[config.mk]
export PLATFORM = sky130hd
export DESIGN_NAME = sio_irq_vec
export DESIGN_NICKNAME = d
export VERILOG_FILES = /design/src/rtl/sio_irq_pkg.sv /design/src/rtl/sio_irq_pend.sv /design/src/rtl/sio_irq_prio.sv /design/src/rtl/sio_irq_req.sv /design/src/rtl/sio_irq_vec.sv
export SDC_FILE = /design/constraint.sdc
export NUM_CORES = 1
export LEC_CHECK = 0
export BUFFER_PORTS_ARGS = -buffer_cell sky130_fd_sc_hd__buf_2
export CAP_MARGIN = 5
export CORE_ASPECT_RATIO = 1.25
export CORE_MARGIN = 2
export CORE_UTILIZATION = 31
export CTS_CLUSTER_SIZE = 30
export DETAILED_ROUTE_END_ITERATION = 10
export PLACE_DENSITY_LB_ADDON = 0.05
export SLEW_MARGIN = 10
export SYNTH_ARGS = -nofsm -noshare
export SYNTH_HDL_FRONTEND = slang
export SYNTH_SLANG_ARGS = --single-unit
[constraint.sdc]
create_clock -name clk -period 1.5 [get_ports clk]
set_clock_uncertainty 0.05 [all_clocks]
set_input_delay 0.075 -clock clk [delete_from_list [all_inputs] [get_ports clk]]
set_output_delay 0.075 -clock clk [all_outputs]
set_load 0.05 [all_outputs]
[src/rtl/sio_irq_pkg.sv]
package sio_irq_pkg;

    localparam int NSRC   = 3;
    localparam int ERR_W  = 3;
    localparam int SRC_TX = 0;
    localparam int SRC_RX = 1;
    localparam int SRC_SP = 2;

    typedef enum logic [1:0] {
        CODE_NONE = 2'b00,
        CODE_TXE  = 2'b01,
        CODE_RXA  = 2'b10,
        CODE_SPC  = 2'b11
    } src_code_e;

    typedef struct packed {
        logic             tx_armed;
        logic             tx_ip;
        logic             rx_ip;
        logic [ERR_W-1:0] err;
    } pend_st_t;

endpackage

[src/rtl/sio_irq_pend.sv]
module sio_irq_pend
    import sio_irq_pkg::*;
#(
    parameter int                CMD_W       = 8,
    parameter logic [CMD_W-1:0]  CMD_CLR_TX  = 8'h28,
    parameter logic [CMD_W-1:0]  CMD_CLR_ERR = 8'h30
) (
    input  logic             clk,
    input  logic             rst_n,
    input  logic             tx_wr_i,
    input  logic             tx_load_i,
    input  logic             rx_avail_i,
    input  logic             rx_rd_i,
    input  logic [ERR_W-1:0] err_set_i,
    input  logic             cmd_we_i,
    input  logic [CMD_W-1:0] cmd_i,
    output logic [NSRC-1:0]  pend_o,
    output logic [ERR_W-1:0] err_o
);

    pend_st_t         st_d, st_q;
    logic             clr_tx;
    logic             clr_err;
    logic [ERR_W-1:0] err_nxt;

    assign clr_tx  = cmd_we_i && (cmd_i == CMD_CLR_TX);
    assign clr_err = cmd_we_i && (cmd_i == CMD_CLR_ERR);

    // one sticky flag per error kind; a new strobe wins over the clear
    for (genvar g = 0; g < ERR_W; g++) begin : g_err
        assign err_nxt[g] = err_set_i[g] | (st_q.err[g] & ~clr_err);
    end

    always_comb begin
        st_d = st_q;
        if (tx_wr_i) begin
            st_d.tx_armed = 1'b1;
            st_d.tx_ip    = 1'b0;
        end else if (tx_load_i && st_q.tx_armed) begin
            st_d.tx_ip    = 1'b1;
            st_d.tx_armed = 1'b0;
        end
        if (clr_tx) begin
            st_d.tx_ip = 1'b0;
        end
        if (rx_avail_i) begin
            st_d.rx_ip = 1'b1;
        end else if (rx_rd_i) begin
            st_d.rx_ip = 1'b0;
        end
        st_d.err = err_nxt;
    end

    always_ff @(posedge clk or negedge rst_n) begin
        if (!rst_n) begin
            st_q <= '0;
        end else begin
            st_q <= st_d;
        end
    end

    assign pend_o[SRC_TX] = st_q.tx_ip;
    assign pend_o[SRC_RX] = st_q.rx_ip;
    assign pend_o[SRC_SP] = |st_q.err;
    assign err_o          = st_q.err;

endmodule

[src/rtl/sio_irq_prio.sv]
module sio_irq_prio #(
    parameter int NSRC   = 3,
    localparam int CODE_W = $clog2(NSRC + 1)
) (
    input  logic [NSRC-1:0]   pend_i,
    output logic [CODE_W-1:0] code_o,
    output logic              any_o
);

    // higher index means higher priority; code is index plus one, zero = none
    always_comb begin
        code_o = '0;
        for (int i = 0; i < NSRC; i++) begin
            if (pend_i[i]) begin
                code_o = CODE_W'(i + 1);
            end
        end
    end

    assign any_o = |pend_i;

endmodule

[src/rtl/sio_irq_req.sv]
module sio_irq_req #(
    parameter int VEC_W    = 8,
    parameter int CODE_LSB = 4,
    parameter int CODE_W   = 2
) (
    input  logic              clk,
    input  logic              rst_n,
    input  logic              mie_we_i,
    input  logic              mie_i,
    input  logic              base_we_i,
    input  logic [VEC_W-1:0]  base_i,
    input  logic              vec_rd_i,
    input  logic [CODE_W-1:0] code_i,
    input  logic              any_i,
    output logic              irq_o,
    output logic [VEC_W-1:0]  vec_o,
    output logic              mie_o
);

    typedef struct packed {
        logic             mie;
        logic             irq;
        logic [VEC_W-1:0] base;
        logic [VEC_W-1:0] vec;
    } req_st_t;

    req_st_t          st_d, st_q;
    logic [VEC_W-1:0] vec_live;

    // splice the source code into the base
    for (genvar b = 0; b < VEC_W; b++) begin : g_vec
        if (b >= CODE_LSB && b < CODE_LSB + CODE_W) begin : g_code
            assign vec_live[b] = code_i[b - CODE_LSB];
        end else begin : g_base
            assign vec_live[b] = st_q.base[b];
        end
    end

    always_comb begin
        st_d     = st_q;
        st_d.irq = st_q.mie & any_i;
        if (mie_we_i) begin
            st_d.mie = mie_i;
        end
        if (base_we_i) begin
            st_d.base = base_i;
        end
        if (vec_rd_i) begin
            st_d.vec = vec_live;
        end
    end

    always_ff @(posedge clk or negedge rst_n) begin
        if (!rst_n) begin
            st_q <= '0;
        end else begin
            st_q <= st_d;
        end
    end

    assign irq_o = st_q.irq;
    assign vec_o = st_q.vec;
    assign mie_o = st_q.mie;

endmodule

[src/rtl/sio_irq_vec.sv]
module sio_irq_vec
    import sio_irq_pkg::*;
#(
    parameter int               CMD_W       = 8,
    parameter int               VEC_W       = 8,
    parameter int               CODE_LSB    = 4,
    parameter logic [CMD_W-1:0] CMD_CLR_TX  = 8'h28,
    parameter logic [CMD_W-1:0] CMD_CLR_ERR = 8'h30
) (
    input  logic             clk,
    input  logic             rst_n,
    input  logic             tx_wr_i,
    input  logic             tx_load_i,
    input  logic             rx_avail_i,
    input  logic             rx_rd_i,
    input  logic             err_frame_i,
    input  logic             err_overrun_i,
    input  logic             err_parity_i,
    input  logic             cmd_we_i,
    input  logic [CMD_W-1:0] cmd_i,
    input  logic             mie_we_i,
    input  logic             mie_i,
    input  logic             base_we_i,
    input  logic [VEC_W-1:0] base_i,
    input  logic             vec_rd_i,
    output logic             irq_o,
    output logic [VEC_W-1:0] vec_o,
    output logic [ERR_W-1:0] err_o
);

    localparam int CODE_W = $clog2(NSRC + 1);

    logic [ERR_W-1:0]  err_set;
    logic [NSRC-1:0]   pend;
    logic [CODE_W-1:0] code;
    logic              any_pend;
    logic              mie_q;

    assign err_set = {err_parity_i, err_overrun_i, err_frame_i};

    sio_irq_pend #(
        .CMD_W      (CMD_W),
        .CMD_CLR_TX (CMD_CLR_TX),
        .CMD_CLR_ERR(CMD_CLR_ERR)
    ) u_pend (
        .clk       (clk),
        .rst_n     (rst_n),
        .tx_wr_i   (tx_wr_i),
        .tx_load_i (tx_load_i),
        .rx_avail_i(rx_avail_i),
        .rx_rd_i   (rx_rd_i),
        .err_set_i (err_set),
        .cmd_we_i  (cmd_we_i),
        .cmd_i     (cmd_i),
        .pend_o    (pend),
        .err_o     (err_o)
    );

    sio_irq_prio #(
        .NSRC(NSRC)
    ) u_prio (
        .pend_i(pend),
        .code_o(code),
        .any_o (any_pend)
    );

    sio_irq_req #(
        .VEC_W   (VEC_W),
        .CODE_LSB(CODE_LSB),
        .CODE_W  (CODE_W)
    ) u_req (
        .clk      (clk),
        .rst_n    (rst_n),
        .mie_we_i (mie_we_i),
        .mie_i    (mie_i),
        .base_we_i(base_we_i),
        .base_i   (base_i),
        .vec_rd_i (vec_rd_i),
        .code_i   (code),
        .any_i    (any_pend),
        .irq_o    (irq_o),
        .vec_o    (vec_o),
        .mie_o    (mie_q)
    );

endmodule

# After elaboration in Yosys (flattened, before gate mapping)
# Cells that the tools add are included.
[totals] out_inout_bits=12 input_bits=30 register_bits=24
[op_classes] muxes=8 eq_ne=2 n_reduce_logical=8 n_bitwise=8
[ops] operator="8-bit by 6-bit == test with 1-bit output (second input constant)" n=2
[ops] operator="2-bit 2-to-1 mux" n=4
[ops] operator="5-bit OR reduction" n=1
[ops] operator="1-bit bitwise AND" n=4
[ops] operator="1-bit 2-to-1 mux" n=4
[ops] operator="2-bit nonzero test" n=2
[ops] operator="1-bit logical AND" n=3
[ops] operator="1-bit OR" n=3
[ops] operator="3-bit nonzero test" n=1
[ops] operator="3-bit OR reduction" n=1
[ops] operator="1-bit inverter" n=1

# Depth between registers and ports, before layout
[depth] ltp_word=5 depth_mapped=3 depth_no_buf=2

# Hierarchy
# A second synthesis with hierarchy kept.
[unflattened] cells_unflattened=76 area_unflattened_um2=1061.0
[modules_own_cells] module="sio_irq_req" area_each_um2=710.7 cells_each=42 instances=1
[modules_own_cells] module="sio_irq_pend" area_each_um2=325.3 cells_each=30 instances=1
[modules_own_cells] module="sio_irq_prio" area_each_um2=25.0 cells_each=4 instances=1

# Worst setup path after synthesis
# Ideal clock, no wire load.
[synth_path] path_kind="reg2reg" startpoint="register u_pend.st_q, in the netlist u_pend.err_o[2]" endpoint="register u_req.st_q, in the netlist u_req.vec_o[5]" setup_slack_ns=0.159 required_time_ns=1.325 period_less_slack_ns=1.341 stages_incl_launch_ff=3 t_arrival_ns=1.166 cell_sequence="dfrtp_1 or4_4 mux2_4"
[synth_between] elab_chain_cells=2
[synth_rtl] item="start, declared" line="sio_irq_pend.sv:21" rtl="pend_st_t st_d, st_q;"
[synth_rtl] item="start signal, assigned" line="sio_irq_pend.sv:58" rtl="st_q <= st_d;"
[synth_rtl] item="3-bit OR reduction" line="sio_irq_pend.sv:64" rtl="assign pend_o[SRC_SP] = |st_q.err;"
[synth_rtl] item="2-bit 2-to-1 mux" line="sio_irq_prio.sv:14" rtl="if (pend_i[i]) begin"
[synth_rtl] item="end signal, assigned" line="sio_irq_req.sv:57" rtl="st_q <= st_d;"
[synth_rtl] item="end, declared" line="sio_irq_req.sv:27" rtl="req_st_t st_d, st_q;"
# No other way between the ends.
# A chain may end at the register's enable or synchronous reset.

# Worst setup path after layout
# Same ends and word-level chain as after synthesis.

==> metrics.md <==
| Metric | Value |
|---|---|
| Critical path class | `register to register` |
| Core ar. | `2950 um2` |
| Crit-path max cell delay | `0.55 ns` |
| Synth Area per Inst | `13.1 um2` |
| Sequential share of power | `53.1%` |
| Final Hold Vio Count | `0` |
| Setup ws final | `0.107 ns` |
| Post-Place Worst Slack | `0.110 ns` |
| Number of routed nets with antenna violations | `0` |
| Max-slew headroom | `67.9%` |
| Final nets | `151` |
| DRC Markers | `0` |
| Share of layout cells above drive strength 1 | `49.2%` |
| Vias per cell | `4.48` |
| Fin crit share | `92.9%` |
| Worst hold margin | `0.0741 ns` |
| Post-synthesis sequential area ratio | `57.7%` |
| Clock share of power | `24.5%` |
| Clock-pin slew on the worst setup and hold paths | `0.11 ns` |
| Area delta synth->final | `37.0%` |
| Final WL | `1800 um` |
| Vias | `699` |
| CTS root buffer | `clkbuf_4` |
| Cell row count | `22` |
| CP required | `1.64 ns` |
| Internal power | `0.000913 W` |
| Hold Path Class | `input pin to register` |
| Comb pwr share | `22.4%` |
| Crit path max fanout | `4` |
| Final Wtd Congestion | `0.687` |
| Startpoint types | `register` |
| Post-Synthesis Net Count | `103` |
| Worst-Margin Slew | `0.482 ns` |
| Die height | `66.0 um` |
| RSZ-0062 raised after global routing | `no` |
| I/O Pins | `42` |
| CP max-delay cell | `or4_4` |
| Finish-stage setup viols | `0` |
| Final Max Slew Viols | `0` |
| Inserted Clock Buffers | `3` |
| Die X | `53.6 um` |
| Vias in the first global route | `721` |
| Achievable frequency | `718 MHz` |
| Psw | `0.000345 W` |
| Synth Warn # | `0` |
| Diode count | `0` |
| P_leak | `0.587 nW` |
| CP Cell Sequence | `or4_4 > mux2_4` |
| CP Capture Type | `register` |
| Number of max-cap violations | `0` |
| Longest Clk Path Bufs | `2` |
| Initial antenna violation count | `0` |
| DP Cell Count | `136` |
| First DRT Iteration DRCs | `5` |
| Post-Layout Cell Count | `156` |
| DR pass1 iterations | `3` |
| Pwr Density | `962 nW/um2` |
| Cells after Synth | `73` |
| Setup TNS | `0 ns` |
| First-pass GRT wire length | `2930 um` |
| CTS resizes | `0` |
| Worst IR Drop VDD | `0.000397 V` |
| CTS H-Tree Depth | `1` |
| Post-DP HPWL | `1360 um` |
| IO buf count | `39` |
| FF+latch count, synth | `22` |
| Post-Syn Area | `953 um2` |
| Total GRT Usage | `11.6%` |
| Post-CTS Setup Bufs | `0` |
| CTS sink cnt | `22` |
| Sw frac | `27.4%` |
| CP delay by family, top | `simple AND/OR/NAND/NOR gates` |
| Initial Util | `32.4%` |
| Status | `finished, final reports clean` |
| Post-synth cell types | `19` |
| Largest net degree at the start of global routing | `23` |
| Worst-Skew Late Latency | `0.29 ns` |
| DIE AREA | `3540 um2` |
| Drt wl/cell | `11.5 um` |
| CTS hold repair buffers | `16` |
| Total congestion overflow | `0` |
| CTS tree | `yes` |
| Worst Path Arrival | `1.54 ns` |
| Minimum clock period | `1.39 ns` |
| WP buf/inv | `0` |
area by class of cell:
class / instances / area, um2
Multi-Input combinational cell: 36 / 304
Inverter: 2 / 7.51
Tap cell: 36 / 45.0
Timing Repair Buffer: 56 / 363
Sequential cell: 22 / 551
Fill cell: 283 / 1640
Clock buffer: 4 / 36.3
power groups by stage:
stage	clock network, W	logic (W)	registers [W]
2_1_floorplan	0	0.000194	0.000684
3_3_place_gp	0	0.000247	0.000679
3_5_place_dp	0	0.000252	0.000681
4_1_cts	0.000333	0.000285	0.000669
5_1_grt	0.000365	0.000303	0.000674
6_report	0.000308	0.000282	0.000667
layout by cell type (no fill, tap or decap):
master         synthesis  routed
a21o_1                 2       2
a21oi_1                1       1
a311oi_1               1       1
a31oi_1                4       4
buf_2                  1      39
buf_4                 11       1
clkbuf_4               0       3
clkbuf_8               0       1
dfrtp_1               22      22
dlygate4sd3_1          0      16
inv_1                  2       2
mux2_2                13      13
mux2_4                 1       1
nand2b_1               1       1
nor2_1                 4       4
nor2b_1                1       1
nor3_1                 2       2
nor3b_1                3       3
nor4bb_1               1       1
o21a_1                 1       1
or4_4                  1       1
worst register-to-register path, stage by stage (launching register included):
cell     delay [ns]
dfrtp_1        0.43
or4_4          0.55
mux2_4         0.26
registers in the layout, summed over array words and instances (netlist names):
name and cells:
u_pend.err_o 3, u_pend.pend_o 2, u_pend.st_q 1, u_req.irq_o 1, u_req.mie_o 1, u_req.st_q 6, u_req.vec_o 8
cells in the mapped netlist:
cell type / instances / area share, %
a311oi_1: 1 / 0.92
mux2_4: 1 / 1.6
clkbuf_1: 1 / 0.39
inv_1: 2 / 0.79
buf_4: 11 / 8.7
nor4bb_1: 1 / 1.0
buf_2: 1 / 0.52
nor3b_1: 3 / 2.4
a31oi_1: 4 / 2.6
or4_4: 1 / 1.2
nor3_1: 2 / 1.0
o21a_1: 1 / 0.79
a21o_1: 2 / 1.6
nor2b_1: 1 / 0.66
nor2_1: 4 / 1.6
a21oi_1: 1 / 0.52
dfrtp_1: 22 / 58
nand2b_1: 1 / 0.66
mux2_2: 13 / 15
final timing paths:
check	from	cells past startpoint	endpoint	slack [ns]
min in group asynchronous	rst_n	2	u_req.st_q[8]	0.21
setup reg to reg	u_pend.err_o[2]	2	u_req.vec_o[5]	0.11
hold reg to reg	u_pend.st_q[5]	1	u_pend.st_q[5]	0.44
hold / removal	cmd_i[3]	3	u_pend.err_o[1]	0.07
setup / recovery	u_pend.err_o[2]	2	u_req.vec_o[5]	0.11
max in group asynchronous	rst_n	2	u_req.vec_o[7]	0.87
stage by stage:
| step | area (um2) | utilization [%] | power [W] |
|---|---|---|---|
| after floorplan | 953 | - | 0.000878 |
| after CTS | 1310 | 44.4 | 0.00129 |
| after global placement | 1110 | 37.7 | 0.000927 |
| after detailed placement | 1110 | 37.7 | 0.000932 |
| after global routing | 1310 | 44.4 | 0.00134 |
| final | 1310 | 44.4 | 0.00126 |
logic make-up after synthesis:
kind of cell	share of synthesized area [%]
DFF	57.7
buffers and inverters	10.4
AOI/OAI and AO/OA	6.43
and+or+nand+nor	8.53
muxes	16.9
metal layers:
metal  GRT usage [%]  up-vias  part of all wire (%)
met5               0        -                     0
met4            6.73        0                   1.1
met3            2.26        2                   7.4
met2            21.0       28                    53
met1            11.7      331                    39
li1                -      338                     -
(Power assumes the default switching activity.)
